### config.mk
export PLATFORM = sky130hd
export DESIGN_NAME = sector_tag_store
export DESIGN_NICKNAME = d
export VERILOG_FILES = /design/src/rtl/sector_tag_store.sv
export SDC_FILE = /design/constraint.sdc
export NUM_CORES = 1
export LEC_CHECK = 0
export BUFFER_PORTS_ARGS = -buffer_cell sky130_fd_sc_hd__buf_4
export CAP_MARGIN = 40
export CORE_MARGIN = 2
export CORE_UTILIZATION = 37
export DETAILED_ROUTE_END_ITERATION = 7
export HOLD_SLACK_MARGIN = 0.08
export SYNTH_ARGS = -nofsm -noshare
export SYNTH_HDL_FRONTEND = slang
export SYNTH_SLANG_ARGS = --single-unit
### constraint.sdc
create_clock -name clk -period 2.68 [get_ports clk]
set_input_delay 0.536 -clock clk [delete_from_list [all_inputs] [get_ports clk]]
set_output_delay 0.536 -clock clk [all_outputs]
set_load 0.1 [all_outputs]
### src/rtl/sector_tag_store.sv
module sector_tag_store #(
  parameter int ADDR_W = 10,
  parameter int IDX_W  = 2,
  parameter int OFF_W  = 4,
  parameter int SEC_W  = 2
) (
  input  logic              clk,
  input  logic              rst_n,
  input  logic              req_valid,
  input  logic              req_write,
  input  logic [ADDR_W-1:0] req_addr,
  output logic              req_ready,
  output logic              resp_valid,
  output logic              resp_hit,
  output logic              wb_valid,
  output logic [ADDR_W-1:0] wb_addr,
  input  logic              wb_ready,
  output logic              fill_req_valid,
  output logic [ADDR_W-1:0] fill_addr,
  input  logic              fill_ready,
  input  logic              fill_done
);
  localparam int TAG_W   = ADDR_W - IDX_W - OFF_W;
  localparam int SECS    = 1 << SEC_W;
  localparam int LINES   = 1 << IDX_W;
  localparam int SLO     = OFF_W - SEC_W;

  typedef enum logic [2:0] {S_IDLE, S_LOOK, S_WB, S_FREQ, S_FWAIT, S_RESP} st_t;

  st_t               st;
  logic              r_write, r_hit;
  logic [ADDR_W-1:0] r_addr;
  logic [TAG_W-1:0]  tag_q [LINES];
  logic [SECS-1:0]   vld_q [LINES];
  logic [SECS-1:0]   dty_q [LINES];

  function automatic logic [SEC_W-1:0] lowest(input logic [SECS-1:0] m);
    logic [SEC_W-1:0] r;
    r = '0;
    for (int i = SECS - 1; i >= 0; i--)
      if (m[i]) r = SEC_W'(i);
    return r;
  endfunction

  wire [TAG_W-1:0] r_tag   = r_addr[ADDR_W-1 -: TAG_W];
  wire [IDX_W-1:0] r_idx   = r_addr[OFF_W +: IDX_W];
  wire [SEC_W-1:0] r_sec   = r_addr[SLO +: SEC_W];
  wire [TAG_W-1:0] cur_tag = tag_q[r_idx];
  wire [SECS-1:0]  cur_v   = vld_q[r_idx];
  wire [SECS-1:0]  cur_d   = dty_q[r_idx];
  wire             tag_eq  = cur_tag == r_tag;
  wire [SECS-1:0]  sec_bit = SECS'(1) << r_sec;
  wire [SEC_W-1:0] wb_sec  = lowest(cur_d);
  wire [SECS-1:0]  d_after = cur_d & ~(SECS'(1) << wb_sec);

  wire do_install = (st == S_LOOK && !tag_eq && cur_d == '0) ||
                    (st == S_WB && wb_ready && d_after == '0);

  assign req_ready      = st == S_IDLE;
  assign resp_valid     = st == S_RESP;
  assign resp_hit       = r_hit;
  assign wb_valid       = st == S_WB;
  assign wb_addr        = {cur_tag, r_idx, wb_sec, {SLO{1'b0}}};
  assign fill_req_valid = st == S_FREQ;
  assign fill_addr      = {r_tag, r_idx, r_sec, {SLO{1'b0}}};

  always_ff @(posedge clk) begin
    if (!rst_n) begin
      st      <= S_IDLE;
      r_write <= 1'b0;
      r_hit   <= 1'b0;
      r_addr  <= '0;
      for (int i = 0; i < LINES; i++) begin
        tag_q[i] <= '0;
        vld_q[i] <= '0;
        dty_q[i] <= '0;
      end
    end else begin
      case (st)
        S_IDLE: if (req_valid) begin
          r_addr  <= req_addr;
          r_write <= req_write;
          st      <= S_LOOK;
        end
        S_LOOK: begin
          if (tag_eq) begin
            r_hit <= cur_v[r_sec];
            if (r_write) begin
              vld_q[r_idx] <= cur_v | sec_bit;
              dty_q[r_idx] <= cur_d | sec_bit;
              st <= S_RESP;
            end else begin
              st <= cur_v[r_sec] ? S_RESP : S_FREQ;
            end
          end else begin
            r_hit <= 1'b0;
            if (cur_d != '0) st <= S_WB;
          end
        end
        S_WB:    if (wb_ready) dty_q[r_idx] <= d_after;
        S_FREQ:  if (fill_ready) st <= S_FWAIT;
        S_FWAIT: if (fill_done) begin
          vld_q[r_idx] <= cur_v | sec_bit;
          st <= S_RESP;
        end
        S_RESP:  st <= S_IDLE;
        default: st <= S_IDLE;
      endcase
      if (do_install) begin
        tag_q[r_idx] <= r_tag;
        vld_q[r_idx] <= r_write ? sec_bit : '0;
        dty_q[r_idx] <= r_write ? sec_bit : '0;
        st <= r_write ? S_RESP : S_FREQ;
      end
    end
  end


  wb_hold_chk: assert property (@(posedge clk) disable iff (!rst_n)
    wb_valid && !wb_ready |=> wb_valid && $stable(wb_addr));


  wb_order_chk: assert property (@(posedge clk) disable iff (!rst_n)
    wb_valid && wb_ready |=> !wb_valid || (wb_addr[OFF_W-1:SLO] > $past(wb_addr[OFF_W-1:SLO])));


  fill_hold_chk: assert property (@(posedge clk) disable iff (!rst_n)
    fill_req_valid && !fill_ready |=> fill_req_valid && $stable(fill_addr));


  busy_ready_chk: assert property (@(posedge clk) disable iff (!rst_n)
    (wb_valid || fill_req_valid || resp_valid) |-> !req_ready);


  resp_pulse_chk: assert property (@(posedge clk) disable iff (!rst_n)
    resp_valid |=> !resp_valid && req_ready);


  one_req_chk: assert property (@(posedge clk) disable iff (!rst_n)
    $onehot0({wb_valid, fill_req_valid, resp_valid, req_ready}));
endmodule

# Word-level counts from Yosys, hierarchy flattened

Memory sizes are Yosys's and may differ from the RTL's. A register that Yosys moved wholly into a read port is not among the register bits.
Index checks and enable logic that the tools add are counted.

Flip-flop bits (word level): 15
RAM bits: 48
Output and inout port bits: 25
Memories kept: 3

Magnitude comparators: 1
Eq/ne operators: 11
Shift operators: 2
Mux-type cells: 54
Bitwise operators: 8
Reduce and logical (&&, ||, !) cells: 15

Memory list:

| name  | depth | width | read ports | clocked after memory_dff | wr ports | RTL line | RTL |
|---|---|---|---|---|---|---|---|
| dty_q | 4     | 4     | 1          | 1                        | 4        | 35       | `logic [SECS-1:0] dty_q [LINES];` |
| tag_q | 4     | 4     | 1          | 1                        | 4        | 33       | `logic [TAG_W-1:0] tag_q [LINES];` |
| vld_q | 4     | 4     | 1          | 1                        | 4        | 34       | `logic [SECS-1:0] vld_q [LINES];` |

Operator list:

| kind                | count |
|---|---|
| $mux 4              | 8 |
| $mux 3              | 9 |
| $mux 2              | 13 |
| $mux 1              | 22 |
| $pmux 3 s5          | 1 |
| $reduce_or 4->1     | 3 |
| $logic_not 4->1     | 2 |
| $or 4x4->4          | 2 |
| $shl 1x2->4 const A | 2 |
| $eq 3x2->1 const B  | 2 |
| $eq 3x3->1 const B  | 2 |
| $reduce_and 5->1    | 1 |
| $and 4x4->4         | 1 |
| $eq 4x4->1          | 1 |
| $logic_and 1x1->1   | 4 |
| $ne 4x3->1 const B  | 1 |
| $not 4->4           | 1 |
| $or 1x1->1          | 4 |
| $reduce_bool 4->1   | 1 |
| $eq 3x1->1 const B  | 1 |
| $logic_not 3->1     | 1 |
| $lt 2x3->1 const B  | 1 |
| $ne 3x1->1 const B  | 1 |
| $ne 3x2->1 const B  | 1 |
| 6 further kinds     | 6 |

# Longest topological paths before layout

Word-level depth: 16
Gate-level depth with buffers: 9
Depth with buffers taken out: 6

# Least setup slack after synthesis

Ideal clock, no wire load.

Path type: register to register
Start: register st[2]
End: memory dty_q[3][0] (netlist name) (enable)
Library setup time: 335 ps
Data arrival time: 4,041 ps
Data required time: 2,345 ps
Slack: -1,696 ps
Cell stages (with the launch flop): 7
Buffers on the path: 1
Cells stage by stage: dfxtp_1 > clkbuf_1 > nor3b_1 > nand3_1 > o21ai_1 > nor2_2 > o21ai_1

RTL lines:

| what                   | RTL line | RTL |
|---|---|---|
| from (decl)            | 30       | `st_t st;` |
| from (signal assigned) | 93       | `st <= cur_v[r_sec] ? S_RESP : S_FREQ;` |
| from (signal assigned) | 113      | `st <= r_write ? S_RESP : S_FREQ;` |
| to (decl)              | 35       |  |

==> summary.txt <==
Global routing
  – Initial antenna violation count: 0
  – Total track usage: 15.4%
  – Largest net degree at the start of global routing: 35
  – Total gr overflow: 0
  – Vias in the first global route: 2248
  – First-pass GRT wire length: 11300 µm

Power
  – Peak VDD IR: 0.000378 V
  – Combinational power share: 49.8%
  – Internal power: 0.00231 W
  – Final Power: 0.00414 W
  – Clk pwr share: between 10% and 20%
  – PwrDens: 978 mW/mm²
  – Switching part of the total: 44.2%
  – Leak pwr: 1.58 nW
  – NetSw: 0.00183 W
  – Sequential power share: 31.3%

Clocking
  – Clk pin slew, worst setup/hold paths: 80 ps
  – TritonCTS clock tree: built
  – Root Driver: clkbuf_8
  – Clk Latency, worst-skew pair: roughly 340 ps
  – CTS max path bufs: 2
  – H-tree depth: 3
  – Total CTS buffers: 9
  – Hold Buf Count CTS: 0
  – CTS Sinks: 63

Yosys
  – Sequential element share of the synthesized area: between 50% and 60%
  – Number of synthesized register bits: 63
  – Ys async rst share: 0%
  – Synth cell types: 47
  – EDFF count, synth: 48
  – Gate count of the mapped netlist: around 290
  – Synthesized area per cell: 11.2 µm²
  – YS warnings: 0
  – Main synth FF type: edfxtp_1
  – Post-Syn Area: 0.00320 mm²

Setup path
  – RR Endpoint: dty_q[1][1]$_SDFFCE_PN0P_
  – Crit path depth: 8
  – Worst setup path end: dty_q[1][1]$_SDFFCE_PN0P_
  – CP Data Arrival Time: 2700 ps
  – CP Class: reg2reg
  – Critical Path RT: 2760 ps
  – CP cell instances: buf_12 > mux4_2 > xnor2_2 > nand4_1 > a22o_4 > buf_4 > a32oi_4 > nor2_1
  – Worst reg2reg setup slack: approximately 60 ps
  – Crit path max fanout: 7
  – Startpoint Class: register
  – Crit end category: register
  – Slowest cell on the critical path: mux4_2
  – Buf/Inv on CP: 2
  – CP top delay family: compound AO/OA/AOI/OAI gates
  – Worst Reg-to-Reg Cells: 8
  – CP peak stage delay: 540 ps

Die
  – Chip width: 97.0 µm
  – Die Footprint: 0.00941 mm²
  – Initial core utilization: 38.6%
  – Die Y-Extent: 97.0 µm
  – I/O pin cnt: 42
  – Row count: 33
  – Core ar.: 0.00830 mm²

STA
  – FMAX: 381 MHz
  – Final Hold Viols: 0
  – Skew final: about 15 ps
  – Period utilization: 97.8%
  – # setup viols final: 0
  – Final min period: 2620 ps
  – RSZ-0062 raised after global routing: true
  – Rel. slew slack: 61.5%
  – Final Max Slew Viols: 0
  – Setup TNS: 0 ps
  – Worst slew pin tran: 578 ps

Placed design
  – DP Wirelength: 5070 µm
  – IO buf count: 35
  – Placed Instances: 438
  – Gp weighted congestion: between 0.7 and 0.8

Drt
  – Vias/cell: 5.03
  – Via count: 2317
  – Pre-antenna DRT Iters: 4
  – Antenna Nets Post-Route: 0
  – Drt drc: 0
  – Initial DRC count: 94
  – WL/cell: 15.3 µm
  – Final WL: 7060 µm

Run
  – Maxcap violations: 0

Layout
  – Diodes inserted: 0
  – Layout area overhead: 32.1%
  – Final net count: about 370
  – Fin cells: ~460
  – Layout cells sized above 1: about two fifths

Run status
  – Status: complete, no violations

Min path
  – Class of the worst hold path: in2reg
-- per-layer routing --
| layer | wire (µm) | GRT usage, % | vias to the layer above |
|---|---|---|---|
| met5 | 0 | 0 | - |
| li1 | - | - | 1148 |
| met1 | 3340 | 20.9 | 1112 |
| met3 | 299 | 4.05 | 6 |
| met2 | 3360 | 23.8 | 51 |
| met4 | 63 | 5.63 | 0 |
-- worst min-delay path by stage --
stage	start	end	slack [ps]	cells after the start
after floorplan	r_write$_SDFFE_PN0P_	r_write$_SDFFE_PN0P_	500	2
after global placement	r_addr[8]$_SDFFE_PN0P_	r_addr[8]$_SDFFE_PN0P_	500	2
after detailed placement	r_addr[8]$_SDFFE_PN0P_	r_addr[8]$_SDFFE_PN0P_	510	2
after CTS	req_addr[9]	r_addr[9]$_SDFFE_PN0P_	430	3
after global routing	req_addr[3]	r_addr[3]$_SDFFE_PN0P_	440	3
final	req_addr[9]	r_addr[9]$_SDFFE_PN0P_	450	3
-- cell families after synthesis --
family / Yosys count / synth area share [%]
simple gates: 120 / 17.7
mux: 15 / 9.66
compound gates: 52 / 11.5
other cells: 1 / 0.117
fa+ha+maj: 1 / 0.313
flops: 63 / 54.4
xor+xnor: 4 / 1.09
buf+inv: 31 / 5.28
-- cell type report --
| type | instances | area [µm²] |
|---|---|---|
| well taps | 105 | 131 |
| inverters | 8 | 30.0 |
| multi-input cells | 196 | 1490 |
| flip-flops and latches | 63 | 1750 |
| repair buffers | 73 | 638 |
| fillers | 721 | 4070 |
| clock inverters | 5 | 38.8 |
| clock buffers | 11 | 153 |
-- registers in the layout (all words and copies together) (netlist names), named ones only --
signal / cells
dty_q: 16
r_write: 1
vld_q: 16
st: 3
r_addr: 8
tag_q: 16
resp_hit: 1
-- per-stage QoR --
stage                     setup slack, ps  hold WS (ps)  util (%)  cell area, µm²
after global placement              -17.1           504      45.3            3760
after CTS                        -0.00178           431      48.3            4010
after detailed placement            -27.5           510      45.3            3760
after global routing                -87.4           443      50.9            4230
after floorplan                      -263           501         -            3240
final                                58.5           451      50.9            4230
-- power by group through the flow --
stage               registers [W]  clock network [W]  logic [W]
floorplan                 0.00144                  0    0.00123
global placement          0.00131                  0    0.00181
detailed placement        0.00131                  0    0.00182
CTS                       0.00129           0.000799    0.00191
global route              0.00131           0.000843    0.00219
finish                    0.00130           0.000780    0.00206
-- tightest hold or removal path: stages --
cell and delay, ps:
buf_4 100, nand2_1 40, a21boi_0 60
-- cell usage in the layout, fill, tap and decap left out, drive strengths merged, types with 2 or more instances in the layout --
master,instances
inv,9
mux2i,2
a21boi,10
clkbuf,11
clkinv,3
nor2b,6
buf,73
nand2b,6
nand3,4
xnor2,4
dfxtp,15
conb,4
a21oi,15
and2,5
nand2,37
nor2,38
edfxtp,48
nor3,11
or2,3
nand4,2
o21ai,16
nor3b,2
a32oi,3
mux4,12
-- cell usage after synthesis, types with 2 or more instances --
library cell  count  share of area, %
edfxtp_1         48                45
nand2_1          37               4.3
nor2_1           37               4.3
dfxtp_1          15               9.4
a21oi_1          14               2.2
clkbuf_1         13               1.5
a21boi_0         10               2.3
mux4_2           10               7.0
nor3_1           10               1.6
inv_1             8              0.94
o21ai_0           8               1.3
o21ai_1           7               1.1
buf_4             6               1.4
nand2b_1          6               1.2
nor2b_1           6               1.2
and2_1            5              0.98
buf_6             4               1.4
xnor2_1           4               1.1
a32oi_2           3               1.5
nand3_1           3              0.47
or2_2             3              0.59
mux2i_1           2              0.63
mux4_1            2               1.6
nand4_1           2              0.39
nor3b_1           2              0.47
-- timing repair --
item | CTS | global route
buffers inserted | 2 | 6
pin swaps | 2 | 8
setup endpoints to repair | 46 | 79
gates resized for setup | 12 | 33
Power figures use the tool's default switching activity.
